==> config.mk <==
export PLATFORM = sky130hd
export DESIGN_NAME = agc_loop_filter
export DESIGN_NICKNAME = d
export VERILOG_FILES = /design/src/rtl/agc_lf_pkg.sv /design/src/rtl/agc_lf_cfg.sv /design/src/rtl/agc_lf_cmp.sv /design/src/rtl/agc_lf_acc.sv /design/src/rtl/agc_loop_filter.sv
export SDC_FILE = /design/constraint.sdc
export NUM_CORES = 1
export LEC_CHECK = 0
export ABC_AREA = 1
export ABC_CLOCK_PERIOD_IN_PS = 4800
export BUFFER_PORTS_ARGS = -buffer_cell sky130_fd_sc_hd__buf_2
export CELL_PAD_IN_SITES_DETAIL_PLACEMENT = 1
export CELL_PAD_IN_SITES_GLOBAL_PLACEMENT = 1
export CORE_UTILIZATION = 38
export DETAILED_ROUTE_END_ITERATION = 12
export HOLD_SLACK_MARGIN = 0.08
export PLACE_DENSITY_LB_ADDON = 0.12
export SLEW_MARGIN = 30
export SYNTH_ARGS = -nofsm -noshare
export SYNTH_HDL_FRONTEND = slang
export SYNTH_SLANG_ARGS = --single-unit
==> constraint.sdc <==
create_clock -name clk -period 4.8 [get_ports clk]
set_input_delay 0 -clock clk [delete_from_list [all_inputs] [get_ports clk]]
set_output_delay 0 -clock clk [all_outputs]
set_load 0.02 [all_outputs]
==> src/rtl/agc_lf_pkg.sv <==
package agc_lf_pkg;

   typedef enum logic {
      AGC_STEP_UP   = 1'b0,
      AGC_STEP_DOWN = 1'b1
   } agc_dir_e;

   typedef enum logic [1:0] {
      CLAMP_NONE = 2'd0,
      CLAMP_HI   = 2'd1,
      CLAMP_LO   = 2'd2
   } agc_clamp_e;

endpackage

==> src/rtl/agc_lf_cfg.sv <==
module agc_lf_cfg #(
   parameter int          MAG_W   = 8,
   parameter int          LIM_W   = 8,
   parameter int          LG_W    = 8,
   parameter int          CFG_W   = MAG_W + 2*LIM_W + LG_W,
   parameter logic [CFG_W-1:0] CFG_RST = '0
) (
   input  logic             clk,
   input  logic             rst_n,
   input  logic             wr_en,
   input  logic [CFG_W-1:0] wr_data,
   output logic [MAG_W-1:0] thr,
   output logic [LIM_W-1:0] lim_hi,
   output logic [LIM_W-1:0] lim_lo,
   output logic [LG_W-1:0]  step
);
   localparam int HI_LSB = MAG_W;
   localparam int LO_LSB = MAG_W + LIM_W;
   localparam int LG_LSB = MAG_W + 2*LIM_W;

   logic [CFG_W-1:0] word_q;

   always_ff @(posedge clk or negedge rst_n) begin
      if (!rst_n)     word_q <= CFG_RST;
      else if (wr_en) word_q <= wr_data;
   end

   assign thr    = word_q[MAG_W-1:0];
   assign lim_hi = word_q[HI_LSB +: LIM_W];
   assign lim_lo = word_q[LO_LSB +: LIM_W];
   assign step   = word_q[LG_LSB +: LG_W];
endmodule

==> src/rtl/agc_lf_cmp.sv <==
module agc_lf_cmp
   import agc_lf_pkg::*;
#(
   parameter int MAG_W = 8
) (
   input  logic [MAG_W-1:0] mag,
   input  logic [MAG_W-1:0] thr,
   output agc_dir_e         dir
);
   assign dir = (mag < thr) ? AGC_STEP_UP : AGC_STEP_DOWN;
endmodule

==> src/rtl/agc_lf_acc.sv <==
module agc_lf_acc
   import agc_lf_pkg::*;
#(
   parameter int             ACC_W  = 16,
   parameter int             LIM_W  = 8,
   parameter int             LG_W   = 8,
   parameter int             LG_LSB = 0,
   parameter logic [LIM_W-1:0] RST_LO = '0
) (
   input  logic             clk,
   input  logic             rst_n,
   input  logic             step_en,
   input  agc_dir_e         dir,
   input  logic [LG_W-1:0]  step,
   input  logic [LIM_W-1:0] lim_hi,
   input  logic [LIM_W-1:0] lim_lo,
   output logic [ACC_W-1:0] acc_q
);
   localparam int FRAC_W = ACC_W - LIM_W;

   logic [ACC_W-1:0] step_ext;
   logic [ACC_W:0]   raw;
   logic             wrap;
   logic [LIM_W-1:0] top;
   agc_clamp_e       clamp;
   logic [ACC_W-1:0] nxt;

   generate
      if (LG_LSB == 0) begin : g_step_lsb0
         assign step_ext = ACC_W'(step);
      end else begin : g_step_shift
         assign step_ext = ACC_W'({step, {LG_LSB{1'b0}}});
      end
   endgenerate

   assign raw  = (dir == AGC_STEP_UP) ? ({1'b0, acc_q} + {1'b0, step_ext})
                                      : ({1'b0, acc_q} - {1'b0, step_ext});
   assign wrap = raw[ACC_W];
   assign top  = raw[ACC_W-1 -: LIM_W];

   always_comb begin
      if (wrap)
         clamp = (dir == AGC_STEP_UP) ? CLAMP_HI : CLAMP_LO;
      else if (top > lim_hi)
         clamp = CLAMP_HI;
      else if (top < lim_lo)
         clamp = CLAMP_LO;
      else
         clamp = CLAMP_NONE;
   end

   always_comb begin
      unique case (clamp)
         CLAMP_HI: nxt = {lim_hi, {FRAC_W{1'b0}}};
         CLAMP_LO: nxt = {lim_lo, {FRAC_W{1'b0}}};
         default:  nxt = raw[ACC_W-1:0];
      endcase
   end

   always_ff @(posedge clk or negedge rst_n) begin
      if (!rst_n)       acc_q <= {RST_LO, {FRAC_W{1'b0}}};
      else if (step_en) acc_q <= nxt;
   end
endmodule

==> src/rtl/agc_loop_filter.sv <==
module agc_loop_filter
   import agc_lf_pkg::*;
#(
   parameter int MAG_W  = 8,
   parameter int LIM_W  = 8,
   parameter int EXP_W  = 3,
   parameter int LG_W   = 8,
   parameter int ACC_W  = 16,
   parameter int LG_LSB = 0,
   parameter logic [MAG_W+2*LIM_W+LG_W-1:0] CFG_RST = 32'h1020_E080
) (
   input  logic                     clk,
   input  logic                     rst_n,
   input  logic                     cfg_wr_en,
   input  logic [MAG_W+2*LIM_W+LG_W-1:0] cfg_wr_data,
   input  logic                     mag_valid,
   input  logic [MAG_W-1:0]         mag_in,
   output logic [EXP_W-1:0]         gain_exp,
   output logic [LIM_W-EXP_W-1:0]   gain_man
);
   localparam int CFG_W  = MAG_W + 2*LIM_W + LG_W;
   localparam int MAN_W  = LIM_W - EXP_W;
   localparam logic [LIM_W-1:0] RST_LO = CFG_RST[MAG_W+LIM_W +: LIM_W];

   generate
      if (ACC_W <= LIM_W) begin : g_bad_acc
         $error("agc_loop_filter: ACC_W must exceed LIM_W");
      end
      if (LG_LSB + LG_W > ACC_W) begin : g_bad_step
         $error("agc_loop_filter: step field does not fit the accumulator");
      end
      if (EXP_W < 1 || EXP_W >= LIM_W) begin : g_bad_exp
         $error("agc_loop_filter: EXP_W out of range");
      end
   endgenerate

   logic [MAG_W-1:0] cfg_thr;
   logic [LIM_W-1:0] cfg_hi;
   logic [LIM_W-1:0] cfg_lo;
   logic [LG_W-1:0]  cfg_step;
   agc_dir_e         dir;
   logic [ACC_W-1:0] acc;
   logic [LIM_W-1:0] gain_word;

   agc_lf_cfg #(
      .MAG_W(MAG_W), .LIM_W(LIM_W), .LG_W(LG_W), .CFG_W(CFG_W), .CFG_RST(CFG_RST)
   ) u_cfg (
      .clk(clk), .rst_n(rst_n), .wr_en(cfg_wr_en), .wr_data(cfg_wr_data),
      .thr(cfg_thr), .lim_hi(cfg_hi), .lim_lo(cfg_lo), .step(cfg_step)
   );

   agc_lf_cmp #(.MAG_W(MAG_W)) u_cmp (
      .mag(mag_in), .thr(cfg_thr), .dir(dir)
   );

   agc_lf_acc #(
      .ACC_W(ACC_W), .LIM_W(LIM_W), .LG_W(LG_W), .LG_LSB(LG_LSB), .RST_LO(RST_LO)
   ) u_acc (
      .clk(clk), .rst_n(rst_n), .step_en(mag_valid), .dir(dir), .step(cfg_step),
      .lim_hi(cfg_hi), .lim_lo(cfg_lo), .acc_q(acc)
   );

   assign gain_word = acc[ACC_W-1 -: LIM_W];
   assign gain_exp  = gain_word[LIM_W-1 -: EXP_W];
   assign gain_man  = gain_word[MAN_W-1:0];
endmodule

==> summary.md <==
| Metric | Value |
|---|---|
| Status | `finished, violations left` |
| Failing checks | `setup timing` |
| Yosys warnings | `0` |
| Hold/Removal Path Class | `input pin to flop` |
| Count of final setup violators | `8` |
| CTS Root Cell | `clkbuf_8` |
| DRC Markers | `0` |
| DIE WIDTH | `99.50 µm` |
| Worst slew margin relative to its limit | `roughly a third` |
| Initial antenna violation count | `0` |
| CTS tree | `yes` |
| Worst-Skew Late Latency | `0.32 ns` |
| Async set-or-reset flop fraction in the synthesized netlist | `100.0%` |
| CTS buffer count | `5` |
| Critical path startpoint | `u_cfg.word_q[7]` |
| Synth area leader | `dfrtp_1` |
| CP Capture Type | `flop` |
| WL/cell | `approximately 16 µm` |
| WS Path Type | `flop to flop` |
| Worst-path clk slew | `between 0.1 and 0.15 ns` |
| ANT cells | `0` |
| First-pass GRT wire length | `around 19000 µm` |
| Total global routing overflow | `0` |
| Vias | `3620` |
| Non-Filler Instances | `approximately 740` |
| Maximum vdd ir drop | `0.4748 mV` |
| FILL cells | `about 1100` |
| CTS sink cnt | `between 40 and 50` |
| Area of the die | `~10000 µm²` |
| Crit path time final | `a little under 5 ns` |
| Post-synthesis register bit count | `48` |
| Die Y | `between 90 and 100 µm` |
| Cell at the slowest stage of the critical path | `dfstp_2` |
| Synth Cell Area | `roughly 3600 µm²` |
| RSZ-0062 raised after global routing | `yes` |
| NetSw | `between 1.5 and 2 mW` |
| Drt pass-1 iters | `4` |
| DR vias/cell | `between 4 and 5` |
| Fin crit share | `101.4%` |
| Register share of total power | `13.9%` |
| Final Skew | `0.009919 ns` |
| Initial core utilization | `between 30% and 40%` |
| Seq/Total Area, Yosys | `between 30 and 40%` |
| GRT Overall Usage | `between 20% and 30%` |
| CP peak stage delay | `around 0.54 ns` |
| Max Fclk | `slightly above 200 MHz` |
| Most common flop cell mapped by yosys | `dfrtp_1` |
| Cell count after synthesis | `between 400 and 500` |
| Synth top area share | `~28%` |
| Core area | `9240 µm²` |
| Final nets | `a little under 700` |
| Critical path's most frequent cell | `nand2_2` |
| Hold Crit Start | `cfg_wr_en` |
| Final WS setup | `-0.06716 ns` |
| Req. time, crit path | `slightly above 5 ns` |
| Clk buf depth | `2` |
| Syn-to-layout area delta | `45.06%` |
| Share of power burned in combinational logic | `between 70% and 80%` |
| Largest net degree at the start of global routing | `63` |
| Final Util | `56.71%` |
| Crit path DAT | `around 5.1 ns` |
| Max-Cap Viols | `0` |
| # IOs | `52` |
| Slew @ Worst Pin | `about 0.99 ns` |
| Max H-tree Level | `2` |
| Placed Cells | `around 680` |
| Worst r2r src | `u_cfg.word_q[7]` |
| Cell row count | `35` |
| Max-slew violation count | `0` |
| Final setup TNS | `-0.2432 ns` |
| DP HPWL | `~8000 µm` |
| Port bufs | `51` |
| Share of layout cells above drive strength 1 | `35.90%` |
| Final Hold Viols | `0` |
| Crit Path Max Fanout | `6` |
| Post-synth cell types | `39` |
| EDFF count, synth | `0` |
| Gpl congestion | `about 0.86` |
| Finished Cell Area | `between 5000 and 6000 µm²` |
| Initial drt markers | `roughly 100` |
| Routed WL | `12170 µm` |
| Avg Cell Area, Syn | `7.479 µm²` |
| Dpl cell area | `roughly 4200 µm²` |
| Vias in the first global route | `just under 4000` |
| Syn nets | `between 500 and 600` |
| Antenna-violating nets left | `0` |
| Top post-synthesis cells by area | `dfrtp_1, ha_1, nand2_1, inv_1, o21ai_0` |
| Pwr Density | `786.1 nW/µm²` |
| LEAKAGE | `roughly 2.6 nW` |
| Clock share of power | `approximately 8.1%` |
| Dpl ws | `-0.2929 ns` |
| Pint | `2.125 mW` |
| Startpoint Class | `flop` |
| Switching share of power | `slightly below 50%` |
## sequential cells by signal, summed over array words and instances (netlist names)
| register | count |
|---|---|
| u_cfg.word_q | 32 |
| u_acc.acc_q | 16 |
## stage by stage
step / power [mW] / hold WS [ns]
finish: 4.119 / 0.1339
global route: 4.439 / 0.1801
CTS: 3.672 / 0.3023
detailed placement: 2.853 / 0.1745
global placement: 2.762 / 0.1648
floorplan: 1.992 / -0.2956
## what timing repair did
action                                 in CTS  in global routing
gates cloned                                1                  0
hold buffers                               34                  0
endpoints found under the hold margin      80                  0
resized for setup                          41                 61
pin swaps                                  37                 26
setup buffers                              10                  7
setup endpoints to repair                  14                 16
## per-layer routing
| layer | track usage (%) | wire length [µm] |
|---|---|---|
| met1 | 33.04 | 5712 |
| met2 | 44.07 | 6081 |
| met3 | 3.022 | 222 |
| met4 | 6.335 | 149 |
| met5 | 0 | 0 |
## critical path, delay by kind of cell (launching register included)
| kind | cells | cell delay [ns] |
|---|---|---|
| compound gates | 10 | 1.55 |
| xor+xnor | 2 | 0.31 |
| fa+ha+maj | 4 | 1.08 |
| buf+inv | 7 | 0.68 |
| flops | 1 | 0.54 |
| simple gates | 8 | 0.64 |
## cell usage after synthesis, types with 2 or more instances
master      n
nand2_1   135
inv_1      67
o21ai_0    47
ha_1       42
dfrtp_1    41
a21oi_1    22
nor2_1     18
nand3_1    14
clkbuf_1   12
xor2_1     11
a31oi_1     8
buf_4       8
dfstp_2     7
nand2_2     7
inv_2       5
o21ai_1     5
nor3_1      4
o21bai_1    3
a21oi_2     2
and2_1      2
mux2_2      2
nand3_2     2
o21ai_2     2
o31ai_1     2
## placed cells by master, fill, tap and decap left out, types with 3 or more instances in the layout
cell             n
o21ai_1          7
nand3_1         11
ha_4             9
a31oi_2          3
nand2_2         20
nor2_4           3
nor2_2           4
nor3_1           3
xor2_1           9
buf_4           45
clkbuf_8         6
a31oi_1          4
dlygate4sd3_1   34
buf_6            6
ha_1            31
dfstp_2          7
buf_2           51
nand2_1        121
inv_2            7
nor2_1          12
o21ai_0         36
a21oi_1         10
o21ai_2         11
nand3_2          5
a21oi_2         12
dfrtp_1         41
inv_1           63
## cells by family (layout without fill, tap and decap cells)
family	count (synthesis)	after routing	share of synthesized area (%)
flip-flops	48	48	33.49
XOR/XNOR	12	12	2.910
buffers and inverters	92	219	10.39
AND/OR/NAND/NOR	186	186	21.51
adder cells (fa/ha/maj)	43	43	15.10
multiplexers	2	2	0.6234
AO/OA/AOI/OAI	100	100	15.97
## final timing paths
check / endpoint / slack, ns / depth (start not counted)
max: u_acc.acc_q[12] / -0.07 / 31
min: u_cfg.word_q[24] / 0.13 / 3
max reg2reg: u_acc.acc_q[12] / -0.07 / 31
min reg2reg: u_acc.acc_q[13] / 0.50 / 2
max in group asynchronous: u_cfg.word_q[26] / 4.03 / 3
min in group asynchronous: u_acc.acc_q[14] / 0.33 / 3
## power groups by stage
| stage | Sequential (mW) | Clock (mW) | Combinational (mW) |
|---|---|---|---|
| 2_1_floorplan | 0.554 | 0 | 1.44 |
| 3_3_place_gp | 0.574 | 0 | 2.19 |
| 3_5_place_dp | 0.578 | 0 | 2.27 |
| 4_1_cts | 0.570 | 0.341 | 2.76 |
| 5_1_grt | 0.583 | 0.350 | 3.51 |
| 6_report | 0.574 | 0.333 | 3.21 |
## layout make-up
| type | instances | area [µm²] | share of cell area (%) |
|---|---|---|---|
| clock inverters | 2 | 38.79 | 0.7402 |
| clock buffers | 6 | 82.58 | 1.576 |
| flip-flops and latches | 48 | 1210 | 23.09 |
| repair buffers | 138 | 1049 | 20.01 |
| inverters | 72 | 276.5 | 5.277 |
| repair inverters | 1 | 7.507 | 0.1433 |
| multi-input cells | 343 | 2415 | 46.08 |
| well taps | 129 | 161.4 | 3.080 |
Note: power is estimated with default switching activity, not from simulation.
